## config.mk

```make
export PLATFORM = sky130hd
export DESIGN_NAME = hxreg_decoder
export DESIGN_NICKNAME = d
export VERILOG_FILES = /design/src/rtl/hxreg_pkg.sv /design/src/rtl/hxreg_unlock.sv /design/src/rtl/hxreg_palseq.sv /design/src/rtl/hxreg_file.sv /design/src/rtl/hxreg_decoder.sv
export SDC_FILE = /design/constraint.sdc
export NUM_CORES = 1
export LEC_CHECK = 0
export BUFFER_PORTS_ARGS = -buffer_cell sky130_fd_sc_hd__buf_2
export CAP_MARGIN = 10
export CELL_PAD_IN_SITES_DETAIL_PLACEMENT = 1
export CELL_PAD_IN_SITES_GLOBAL_PLACEMENT = 1
export CORE_MARGIN = 8
export CORE_UTILIZATION = 45
export CTS_CLUSTER_DIAMETER = 80
export DETAILED_ROUTE_END_ITERATION = 8
export GPL_TIMING_DRIVEN = 0
export PLACE_DENSITY_LB_ADDON = 0.1
export SYNTH_ARGS = -nofsm -noshare
export SYNTH_HDL_FRONTEND = slang
export SYNTH_SLANG_ARGS = --single-unit
```

## constraint.sdc

```tcl
create_clock -name clk -period 3.7 [get_ports clk]
set_input_delay 0 -clock clk [delete_from_list [all_inputs] [get_ports clk]]
set_output_delay 0 -clock clk [all_outputs]
set_load 0.01 [all_outputs]
```

## src/rtl/hxreg_pkg.sv

```systemverilog
package hxreg_pkg;

    typedef enum logic [1:0] {
        SEL_WADDR = 2'b00,
        SEL_PDATA = 2'b01,
        SEL_MASK  = 2'b10,
        SEL_RADDR = 2'b11
    } sel_e;

    typedef enum logic [1:0] {
        BD_CTL0 = 2'd0,
        BD_MFR  = 2'd1,
        BD_DEV  = 2'd2
    } bd_sel_e;

    localparam logic [7:0] MFR_ID_VAL = 8'h97;
    localparam logic [7:0] DEV_ID_VAL = 8'h09;

    localparam logic [7:0] IDX_CTL0 = 8'd0;
    localparam logic [7:0] IDX_MFR  = 8'd1;
    localparam logic [7:0] IDX_DEV  = 8'd2;
    localparam logic [7:0] IDX_MASK = 8'd3;
    localparam logic [7:0] IDX_CTL1 = 8'd4;
    localparam logic [7:0] IDX_CKEY = 8'd5;
    localparam logic [7:0] IDX_EXT0 = 8'd6;

    localparam logic [7:0] MASK_RST = 8'hFF;

endpackage

```

## src/rtl/hxreg_unlock.sv

```systemverilog
module hxreg_unlock
    import hxreg_pkg::*;
#(
    parameter int UNLOCK_READS = 4
) (
    input  logic    clk,
    input  logic    rst_n,
    input  logic    acc_vld,
    input  logic    acc_rd,
    input  logic    sel_mask,
    input  logic    idx_mode,
    output logic    bd_hit,
    output bd_sel_e bd_sel
);
    localparam int            CW       = $clog2(UNLOCK_READS + 1);
    localparam logic [CW-1:0] OPEN_CNT = CW'(UNLOCK_READS);
    localparam logic [1:0]    LAST_SUB = 2'd2;

    typedef struct packed {
        logic [CW-1:0] cnt;
        logic [1:0]    sub;
    } ul_st_t;

    ul_st_t st_d, st_q;

    always_comb begin
        st_d   = st_q;
        bd_hit = 1'b0;
        bd_sel = bd_sel_e'(st_q.sub);
        if (acc_vld) begin
            if (idx_mode || !sel_mask) begin
                // any access elsewhere, or indexed mode, restarts the sequence
                st_d.cnt = '0;
                st_d.sub = '0;
            end else if (st_q.cnt == OPEN_CNT) begin
                bd_hit = 1'b1;
                if (st_q.sub == LAST_SUB) begin
                    st_d.cnt = '0;
                    st_d.sub = '0;
                end else begin
                    st_d.sub = st_q.sub + 2'd1;
                end
            end else if (acc_rd) begin
                st_d.cnt = st_q.cnt + 1'b1;
            end else begin
                st_d.cnt = '0;
            end
        end
    end

    always_ff @(posedge clk) begin
        if (!rst_n) begin
            st_q <= '0;
        end else begin
            st_q <= st_d;
        end
    end

endmodule

```

## src/rtl/hxreg_palseq.sv

```systemverilog
module hxreg_palseq
    import hxreg_pkg::*;
#(
    parameter int AW = 8,
    parameter int DW = 8
) (
    input  logic            clk,
    input  logic            rst_n,
    input  logic            acc_vld,
    input  logic            acc_rd,
    input  sel_e            sel,
    input  logic [DW-1:0]   wdata,
    output logic [AW-1:0]   waddr,
    output logic [AW-1:0]   raddr,
    output logic [1:0]      rcomp,
    output logic            pal_we,
    output logic [AW-1:0]   pal_waddr,
    output logic [3*DW-1:0] pal_wcolor
);
    localparam logic [1:0] LAST_COMP = 2'd2;

    typedef struct packed {
        logic [AW-1:0]   waddr;
        logic [AW-1:0]   raddr;
        logic [1:0]      wcomp;
        logic [1:0]      rcomp;
        logic [2*DW-1:0] stage;
        logic            we;
        logic [AW-1:0]   we_addr;
        logic [3*DW-1:0] we_color;
    } ps_st_t;

    ps_st_t st_d, st_q;

    always_comb begin
        st_d    = st_q;
        st_d.we = 1'b0;
        if (acc_vld) begin
            unique case (sel)
                SEL_WADDR: begin
                    if (!acc_rd) begin
                        st_d.waddr = wdata;
                        st_d.wcomp = '0;
                    end
                end
                SEL_RADDR: begin
                    if (!acc_rd) begin
                        st_d.raddr = wdata;
                        st_d.rcomp = '0;
                    end
                end
                SEL_PDATA: begin
                    if (!acc_rd) begin
                        if (st_q.wcomp == LAST_COMP) begin
                            st_d.we       = 1'b1;
                            st_d.we_addr  = st_q.waddr;
                            st_d.we_color = {st_q.stage, wdata};
                            st_d.waddr    = st_q.waddr + 1'b1;
                            st_d.wcomp    = '0;
                        end else begin
                            st_d.stage = {st_q.stage[DW-1:0], wdata};
                            st_d.wcomp = st_q.wcomp + 2'd1;
                        end
                    end else begin
                        if (st_q.rcomp == LAST_COMP) begin
                            st_d.raddr = st_q.raddr + 1'b1;
                            st_d.rcomp = '0;
                        end else begin
                            st_d.rcomp = st_q.rcomp + 2'd1;
                        end
                    end
                end
                default: begin
                end
            endcase
        end
    end

    always_ff @(posedge clk) begin
        if (!rst_n) begin
            st_q <= '0;
        end else begin
            st_q <= st_d;
        end
    end

    assign waddr      = st_q.waddr;
    assign raddr      = st_q.raddr;
    assign rcomp      = st_q.rcomp;
    assign pal_we     = st_q.we;
    assign pal_waddr  = st_q.we_addr;
    assign pal_wcolor = st_q.we_color;

endmodule

```

## src/rtl/hxreg_file.sv

```systemverilog
module hxreg_file
    import hxreg_pkg::*;
#(
    parameter int N_EXT = 8
) (
    input  logic       clk,
    input  logic       rst_n,
    input  logic       we,
    input  logic [7:0] idx,
    input  logic [7:0] wdata,
    output logic [7:0] rval,
    output logic [7:0] ctl0,
    output logic [7:0] ctl1,
    output logic [7:0] mask
);
    typedef struct packed {
        logic [7:0]            ctl0;
        logic [7:0]            ctl1;
        logic [7:0]            ckey;
        logic [7:0]            mask;
        logic [N_EXT-1:0][7:0] ext;
    } rf_st_t;

    rf_st_t      rf_d, rf_q;
    logic [N_EXT-1:0] ext_hit;

    for (genvar g = 0; g < N_EXT; g++) begin : g_ext_hit
        assign ext_hit[g] = (idx == 8'(IDX_EXT0 + g));
    end

    always_comb begin
        rf_d = rf_q;
        if (we) begin
            if (idx == IDX_CTL0) begin
                rf_d.ctl0 = wdata;
            end else if (idx == IDX_MASK) begin
                rf_d.mask = wdata;
            end else if (idx == IDX_CTL1) begin
                rf_d.ctl1 = wdata;
            end else if (idx == IDX_CKEY) begin
                rf_d.ckey = wdata;
            end
            for (int k = 0; k < N_EXT; k++) begin
                if (ext_hit[k]) begin
                    rf_d.ext[k] = wdata;
                end
            end
        end
    end

    always_comb begin
        rval = '0;
        if (idx == IDX_CTL0) begin
            rval = rf_q.ctl0;
        end else if (idx == IDX_MFR) begin
            rval = MFR_ID_VAL;
        end else if (idx == IDX_DEV) begin
            rval = DEV_ID_VAL;
        end else if (idx == IDX_MASK) begin
            rval = rf_q.mask;
        end else if (idx == IDX_CTL1) begin
            rval = rf_q.ctl1;
        end else if (idx == IDX_CKEY) begin
            rval = rf_q.ckey;
        end
        for (int k = 0; k < N_EXT; k++) begin
            if (ext_hit[k]) begin
                rval = rf_q.ext[k];
            end
        end
    end

    always_ff @(posedge clk) begin
        if (!rst_n) begin
            rf_q      <= '0;
            rf_q.mask <= MASK_RST;
        end else begin
            rf_q <= rf_d;
        end
    end

    assign ctl0 = rf_q.ctl0;
    assign ctl1 = rf_q.ctl1;
    assign mask = rf_q.mask;

endmodule

```

## src/rtl/hxreg_decoder.sv

```systemverilog
module hxreg_decoder
    import hxreg_pkg::*;
#(
    parameter int UNLOCK_READS = 4,
    parameter int N_EXT        = 8
) (
    input  logic        clk,
    input  logic        rst_n,
    input  logic [1:0]  rs,
    input  logic        rd_en,
    input  logic        wr_en,
    input  logic [7:0]  wdata,
    output logic [7:0]  rdata,
    input  logic [7:0]  pal_rdata,
    output logic [7:0]  pal_raddr,
    output logic [1:0]  pal_rcomp,
    output logic        pal_we,
    output logic [7:0]  pal_waddr,
    output logic [23:0] pal_wcolor,
    output logic [7:0]  pix_mask,
    output logic [7:0]  ctl0,
    output logic [7:0]  ctl1
);
    typedef struct packed {
        logic [7:0] rdata;
    } dec_st_t;

    dec_st_t st_d, st_q;

    logic       acc_vld;
    logic       acc_rd;
    sel_e       sel;
    logic       sel_mask;
    logic       idx_mode;
    logic       bd_hit_w;
    bd_sel_e    bd_sel_w;
    logic [7:0] waddr_w;
    logic [7:0] raddr_w;
    logic [7:0] file_idx;
    logic       file_we;
    logic [7:0] file_rval;

    // both strobes together are not an access
    assign acc_vld  = rd_en ^ wr_en;
    assign acc_rd   = rd_en & ~wr_en;
    assign sel      = sel_e'(rs);
    assign sel_mask = (sel == SEL_MASK);
    assign idx_mode = ctl0[0];

    hxreg_unlock #(
        .UNLOCK_READS(UNLOCK_READS)
    ) u_unlock (
        .clk      (clk),
        .rst_n    (rst_n),
        .acc_vld  (acc_vld),
        .acc_rd   (acc_rd),
        .sel_mask (sel_mask),
        .idx_mode (idx_mode),
        .bd_hit   (bd_hit_w),
        .bd_sel   (bd_sel_w)
    );

    hxreg_palseq #(
        .AW(8),
        .DW(8)
    ) u_palseq (
        .clk        (clk),
        .rst_n      (rst_n),
        .acc_vld    (acc_vld),
        .acc_rd     (acc_rd),
        .sel        (sel),
        .wdata      (wdata),
        .waddr      (waddr_w),
        .raddr      (raddr_w),
        .rcomp      (pal_rcomp),
        .pal_we     (pal_we),
        .pal_waddr  (pal_waddr),
        .pal_wcolor (pal_wcolor)
    );

    always_comb begin
        if (idx_mode) begin
            file_idx = waddr_w;
        end else if (bd_hit_w) begin
            file_idx = {6'd0, bd_sel_w};
        end else begin
            file_idx = IDX_MASK;
        end
    end

    assign file_we = acc_vld & ~acc_rd & sel_mask;

    hxreg_file #(
        .N_EXT(N_EXT)
    ) u_file (
        .clk   (clk),
        .rst_n (rst_n),
        .we    (file_we),
        .idx   (file_idx),
        .wdata (wdata),
        .rval  (file_rval),
        .ctl0  (ctl0),
        .ctl1  (ctl1),
        .mask  (pix_mask)
    );

    always_comb begin
        st_d = st_q;
        if (acc_rd) begin
            unique case (sel)
                SEL_WADDR: st_d.rdata = waddr_w;
                SEL_PDATA: st_d.rdata = pal_rdata;
                SEL_MASK:  st_d.rdata = file_rval;
                SEL_RADDR: st_d.rdata = raddr_w;
                default:   st_d.rdata = st_q.rdata;
            endcase
        end
    end

    always_ff @(posedge clk) begin
        if (!rst_n) begin
            st_q <= '0;
        end else begin
            st_q <= st_d;
        end
    end

    assign rdata     = st_q.rdata;
    assign pal_raddr = raddr_w;

endmodule

```

* After elaboration in Yosys (flattened, before gate mapping)
Cells that the tools add are included.
Cells by class: add/sub/neg operators 6, multipliers 0, div/mod/pow operators 0, magnitude comparators 0, equality and inequality tests 27, shifts and indexed selects 0, muxes and demuxes 41, bitwise gates (word level) 13, reduce and logical (&&, ||, !) cells 28
Operators with widths (count):
- 8-bit 2-to-1 mux | 20
- 8-bit by 4-bit equality test with 1-bit output (second input constant) | 6
- 33-bit 2-to-1 mux | 1
- 8-bit by 3-bit equality test with 1-bit output (second input constant) | 4
- 8-bit case mux with 2 select lines | 2
- 8-bit case mux with 4 select lines | 1
- 2-bit AND reduction | 11
- 4-bit AND reduction | 5
- 8-bit by 1-bit adder with 8-bit output (second input constant) | 2
- 8-bit by 2-bit equality test with 1-bit output (second input constant) | 2
- 2-bit 2-to-1 mux | 8
- 5-bit AND reduction | 3
- 2-bit equality test (second input constant) | 5
- 3-bit 2-to-1 mux | 3
- 1-bit NOT | 9
- 8-bit by 1-bit equality test with 1-bit output (second input constant) | 1
- 8-bit logical NOT | 1
- 2-bit inequality test (second input constant) | 4
- 2-bit case mux with 2 select lines | 2
- 2-bit by 1-bit adder with 2-bit output (second input constant) | 3
- 2-bit nonzero test | 3
- 5-bit 2-to-1 mux | 1
- 2-bit by 1-bit inequality test with 1-bit output (second input constant) | 2
- 4-bit OR reduction | 1
- 11 further kinds | 15
Word-level totals: register bits 178, bits in latches 0, bits in writable memories 0, ROM bits 0, bits of input ports 22, word-level logic and storage cells 138, memories kept 0

* Logic depth before layout (Yosys ltp)
depth in word-level cells 23, mapped depth 10, gate-level depth less buffers 8

* By module
From an unflattened synthesis, not the netlist that was laid out.
Unflattened totals: cells, all modules 1047, area, all modules 9130.0 µm²
By module, submodules not included:
- hxreg_file | instances 1, cells an instance 527, area an instance 4909.7 µm², seq. area each 1921.8 µm²
- hxreg_palseq | instances 1, cells an instance 416, area an instance 3265.6 µm², seq. area each 1381.3 µm²
- hxreg_decoder | instances 1, cells an instance 66, area an instance 634.4 µm², seq. area each 160.2 µm²
- hxreg_unlock | instances 1, cells an instance 38, area an instance 320.3 µm², seq. area each 100.1 µm²

* Least setup slack after synthesis
OpenSTA, ideal clock, no wires.
kind reg2reg, from register u_palseq.st_q (netlist bit u_palseq.waddr[4]), to register st_q (netlist bit rdata[1]), setup time 0.084 ns, arrival time 2.331 ns, data required time 3.616 ns, slack 1.285 ns, stages on the path, launching flop included 10, path buffers 3, period minus slack after synthesis 2.415 ns, cell sequence dfxtp_1 > buf_6 > or4_4 > buf_6 > or3_1 > buf_2 > or3_4 > o2111ai_1 > a211oi_1 > o31ai_2
Between the ends: longest elaborated chain between the ends 17
Ends and longest elaborated chain:
- start, declared | line hxreg_palseq.sv:33 | ps_st_t st_d, st_q;
- start signal, assigned | line hxreg_palseq.sv:83 | st_q <= st_d;
- 8-bit 2-to-1 mux * | line hxreg_decoder.sv:82 | if (idx_mode) begin
- 8-bit by 3-bit equality test with 1-bit output | line hxreg_file.sv:63 | end else if (idx == IDX_CKEY) begin
- 8-bit 2-to-1 mux | line hxreg_file.sv:63
- 8-bit 2-to-1 mux | line hxreg_file.sv:61 | end else if (idx == IDX_CTL1) begin
- 8-bit 2-to-1 mux | line hxreg_file.sv:59 | end else if (idx == IDX_MASK) begin
- 8-bit 2-to-1 mux | line hxreg_file.sv:57 | end else if (idx == IDX_DEV) begin
- 8-bit 2-to-1 mux | line hxreg_file.sv:55 | end else if (idx == IDX_MFR) begin
- 8-bit 2-to-1 mux | line hxreg_file.sv:53 | if (idx == IDX_CTL0) begin
- 8-bit 2-to-1 mux (7 in series) | line hxreg_file.sv:67 | if (ext_hit[k]) begin
- 8-bit 2-to-1 mux * | line hxreg_file.sv:67
- 8-bit case mux with 4 select lines * | line hxreg_decoder.sv:110 | unique case (sel)
- end signal, assigned | line hxreg_decoder.sv:124 | st_q <= st_d;
- end, declared | line hxreg_decoder.sv:28 | dec_st_t st_d, st_q;
Every way passes the cells marked *; elsewhere a longest branch is shown, timed or not. A chain may end at the register's enable or synchronous reset.

* Worst setup path after layout
from register u_palseq.st_q (netlist bit u_palseq.waddr[5]), to register st_q (netlist bit rdata[7])
The elaborated chain is that of the path after synthesis.

==> results by group <==
Cells and area
  • Area growth syn-to-layout: 15.9%
  • Diodes inserted: 0
  • Fin nets: 1,272
  • Fraction of layout cells with a size suffix above 1: 18.3%

STA
  • Final slew viol count: 0
  • Slew @ Worst Pin: 1.30 ns
  • RSZ-0062 raised after global routing: false
  • Final Hold Fails: 0
  • Minimum clock period: 3.54 ns
  • Finish-stage setup viols: 0
  • Achievable clock frequency: 283 MHz
  • Max-slew headroom: 12.5%
  • Hold_ws: 0.122 ns
  • Period utilisation layout: 95.6%
  • Clock skew: between 0.009 and 0.01 ns
  • Setup TNS Final: 0 ns

Worst setup path
  • Max incr delay on CP: 1.08 ns
  • Worst r2r path cells: 7
  • Slowest stage cell, crit path: nor4_1
  • CP Cell Sequence: buf_2 -> nor4_1 -> nand3_1 -> nor3_1 -> nand2_1 -> a221oi_1 -> a2bb2oi_1
  • Crit Path Class: reg -> reg
  • Critical path depth: 7
  • CP arrival: 3.91 ns
  • Element type at the critical path end: flop
  • Worst-path maximum fanout: 8
  • Kind of start point of the critical path: flop
  • CP required: 4.07 ns
  • CP bufs+invs: 1
  • Worst path top cell family by delay: simple AND/OR/NAND/NOR gates

Worst hold path
  • Worst hold path cell count: 6
  • Min-delay worst type: in -> reg

Drt
  • Detailed Routing Iterations Pass 1: 6
  • Wire per inst: 22.5 µm
  • Vias per std cell: 5.80
  • # DRC: 0
  • Iteration-0 DRC count of the detailed router: 630
  • Final wirelength: about 34 mm
  • Final ANT Viol Nets: 0
  • Via count: between 8k and 9k

Pwr
  • Comb pwr share: 8.1%
  • Leakage: 4.06 nW
  • Internal power: 2.94 mW
  • Flop pwr share: a little under 50%
  • Worst VDD drop: 308 µV
  • Power Total: 4.06 mW
  • Net switching power: 1.12 mW
  • Clock power share: between 40% and 50%
  • Power Dens Cells: 381 nW/µm²
  • Switching Fraction: 27.6%

Global routing
  • All-layer global routing usage: 26.7%
  • First-pass GRT wire length: between 50 and 60 mm
  • Largest net degree at the start of global routing: 19
  • Initial antenna violation count: 1
  • Vias in the first global route: 9,091
  • Grt ovf: 0

Clock tree
  • Later-pin clock latency in the skew report: 0.44 ns
  • Clock sink total: roughly 180
  • Total CTS buffers: 17
  • CTS H-tree lvls: 4
  • Clk pin slew, worst setup/hold paths: 0.08 ns
  • CTS tree: yes
  • Clock Tree Buf Depth: 2
  • CTS resizes: 0
  • Clock tree root driver cell: clkbuf_16

Synth
  • Distinct cells, synth: between 70 and 80
  • Ys Warns: 0
  • Top cells by instance count after synthesis: nand2_1, dfxtp_1, a21boi_0
  • Synth Net Count: 1,150
  • Post-synth top flop: dfxtp_1
  • Area leader, netlist: dfxtp_1
  • Register area share after synthesis: 38.7%
  • Dominant cells by area after synthesis: dfxtp_1, nand2_1, a21boi_0
  • Most numerous cell in the Yosys netlist: nand2_1
  • Syn avg cell area: about 8.2 µm²
  • Yosys reg bits: approximately 180
  • EDFF count, synth: 0
  • Synth Instances: 1,122
  • Share of the synthesized area in the top cell type: 38.7%
  • Synthesized cell area: 9200 µm²
  • Synth async-reset ratio: 0%

Place
  • Routability Congestion: 0.939
  • Post-DP HPWL: ~25 mm
  • # port buffers: 94

Die
  • Core box area: approximately 20,000 µm²
  • Effective utilization at floorplan: 45.6%
  • Row Count: 52
  • Die extent in y: 159 µm
  • I/O pin cnt: 97
  • Die ar.: 25,300 µm²
  • Die Width: around 160 µm

Run
  • Max-cap viol count: 0

Outcome
  • Outcome: completed
==> worst min-delay path: stages <==
cell and delay [ns]:
buf_2 0.08, inv_1 0.04, a21oi_1 0.13, a311oi_1 0.08, nand3_1 0.07, o31a_1 0.13
==> final timing paths <==
kind,from,to,slack (ns)
max reg2reg,u_palseq.waddr[5],rdata[7],0.16
min reg2reg,u_file.rf_q[28],u_file.rf_q[28],0.47
min,pal_rdata[6],rdata[6],0.12
max,u_palseq.waddr[5],rdata[7],0.16
==> what timing repair did <==
item | in CTS | in global routing
hold buffers | 8 | 0
setup buffers | 0 | 0
hold endpoints to repair | 31 | 0
==> final cells by class <==
cell class	count	area [µm²]
clock buffer	17	425
inverter	11	41.3
sequential	178	3560
timing repair buffer	103	556
multi-input combinational	785	4760
clock inverter	15	140
fill	2509	9510
tap	270	338
buffer	148	837
==> per-layer routing <==
metal  vias up  share of wire [%]  global-route usage, %
met2       362                 45                   42.7
met4         0                3.6                   11.9
met5         -                  0                      0
met3        76                7.1                   6.70
li1       4105                  -                      -
met1      4319                 44                   33.4
==> placed cells by master (no fill, tap or decap), types with 10 or more instances in the layout <==
cell,count
a21boi_0,100
a21boi_1,10
a21oi_1,18
a22oi_1,23
and3_1,12
buf_2,110
buf_4,66
clkbuf_1,63
clkbuf_16,17
dfxtp_1,178
inv_1,11
mux2i_1,49
nand2_1,234
nand3_1,53
nor2_1,24
nor2b_1,59
nor3_1,13
o21ai_0,45
==> through the flow <==
| stage | setup WS [ns] | area, µm² | utilization (%) | instances |
|---|---|---|---|---|
| 2_1_floorplan | 1.29 | 9200 | - | 1122 |
| 3_3_place_gp | 0.493 | 10000 | 49.6 | 1486 |
| 3_5_place_dp | 0.349 | 10000 | 49.6 | 1487 |
| 4_1_cts | 0.319 | 10700 | 52.8 | 1527 |
| 5_1_grt | 0.0203 | 10700 | 52.8 | 1527 |
| 6_report | 0.163 | 10700 | 52.8 | 1527 |
==> kinds of logic (layout without fill, tap and decap cells) <==
kind of cell / count (synthesis) / after routing / share of synthesized area (%)
AND/OR/NAND/NOR: 449 / 449 / 23.4
AO/OA/AOI/OAI: 275 / 275 / 21.5
flip-flops: 178 / 178 / 38.7
buffers and inverters: 159 / 294 / 9.55
multiplexers: 54 / 54 / 5.94
adder cells (fa/ha/maj): 6 / 6 / 0.816
XOR/XNOR: 1 / 1 / 0.0952
==> sequential cells by signal, summed over array words and instances (netlist names) <==
register,cells
u_unlock.st_q,3
u_file.rf_q,72
u_palseq.raddr,8
u_palseq.pal_waddr,8
u_file.ctl1,8
u_palseq.waddr,8
u_palseq.st_q,18
u_file.mask,8
u_palseq.pal_wcolor,24
u_palseq.rcomp,2
u_unlock.bd_sel,2
u_palseq.pal_we,1
u_file.ctl0,8
rdata,8
==> power by group through the flow <==
stage                     clock network (mW)  logic [mW]  registers, mW
final                                   1.78       0.330           1.95
after global routing                    1.87       0.350           1.95
after CTS                               1.79       0.324           1.95
after detailed placement                   0       0.314           2.00
after global placement                     0       0.310           2.00
after floorplan                            0       0.185           1.99
Note: power is estimated with default switching activity, not from simulation.
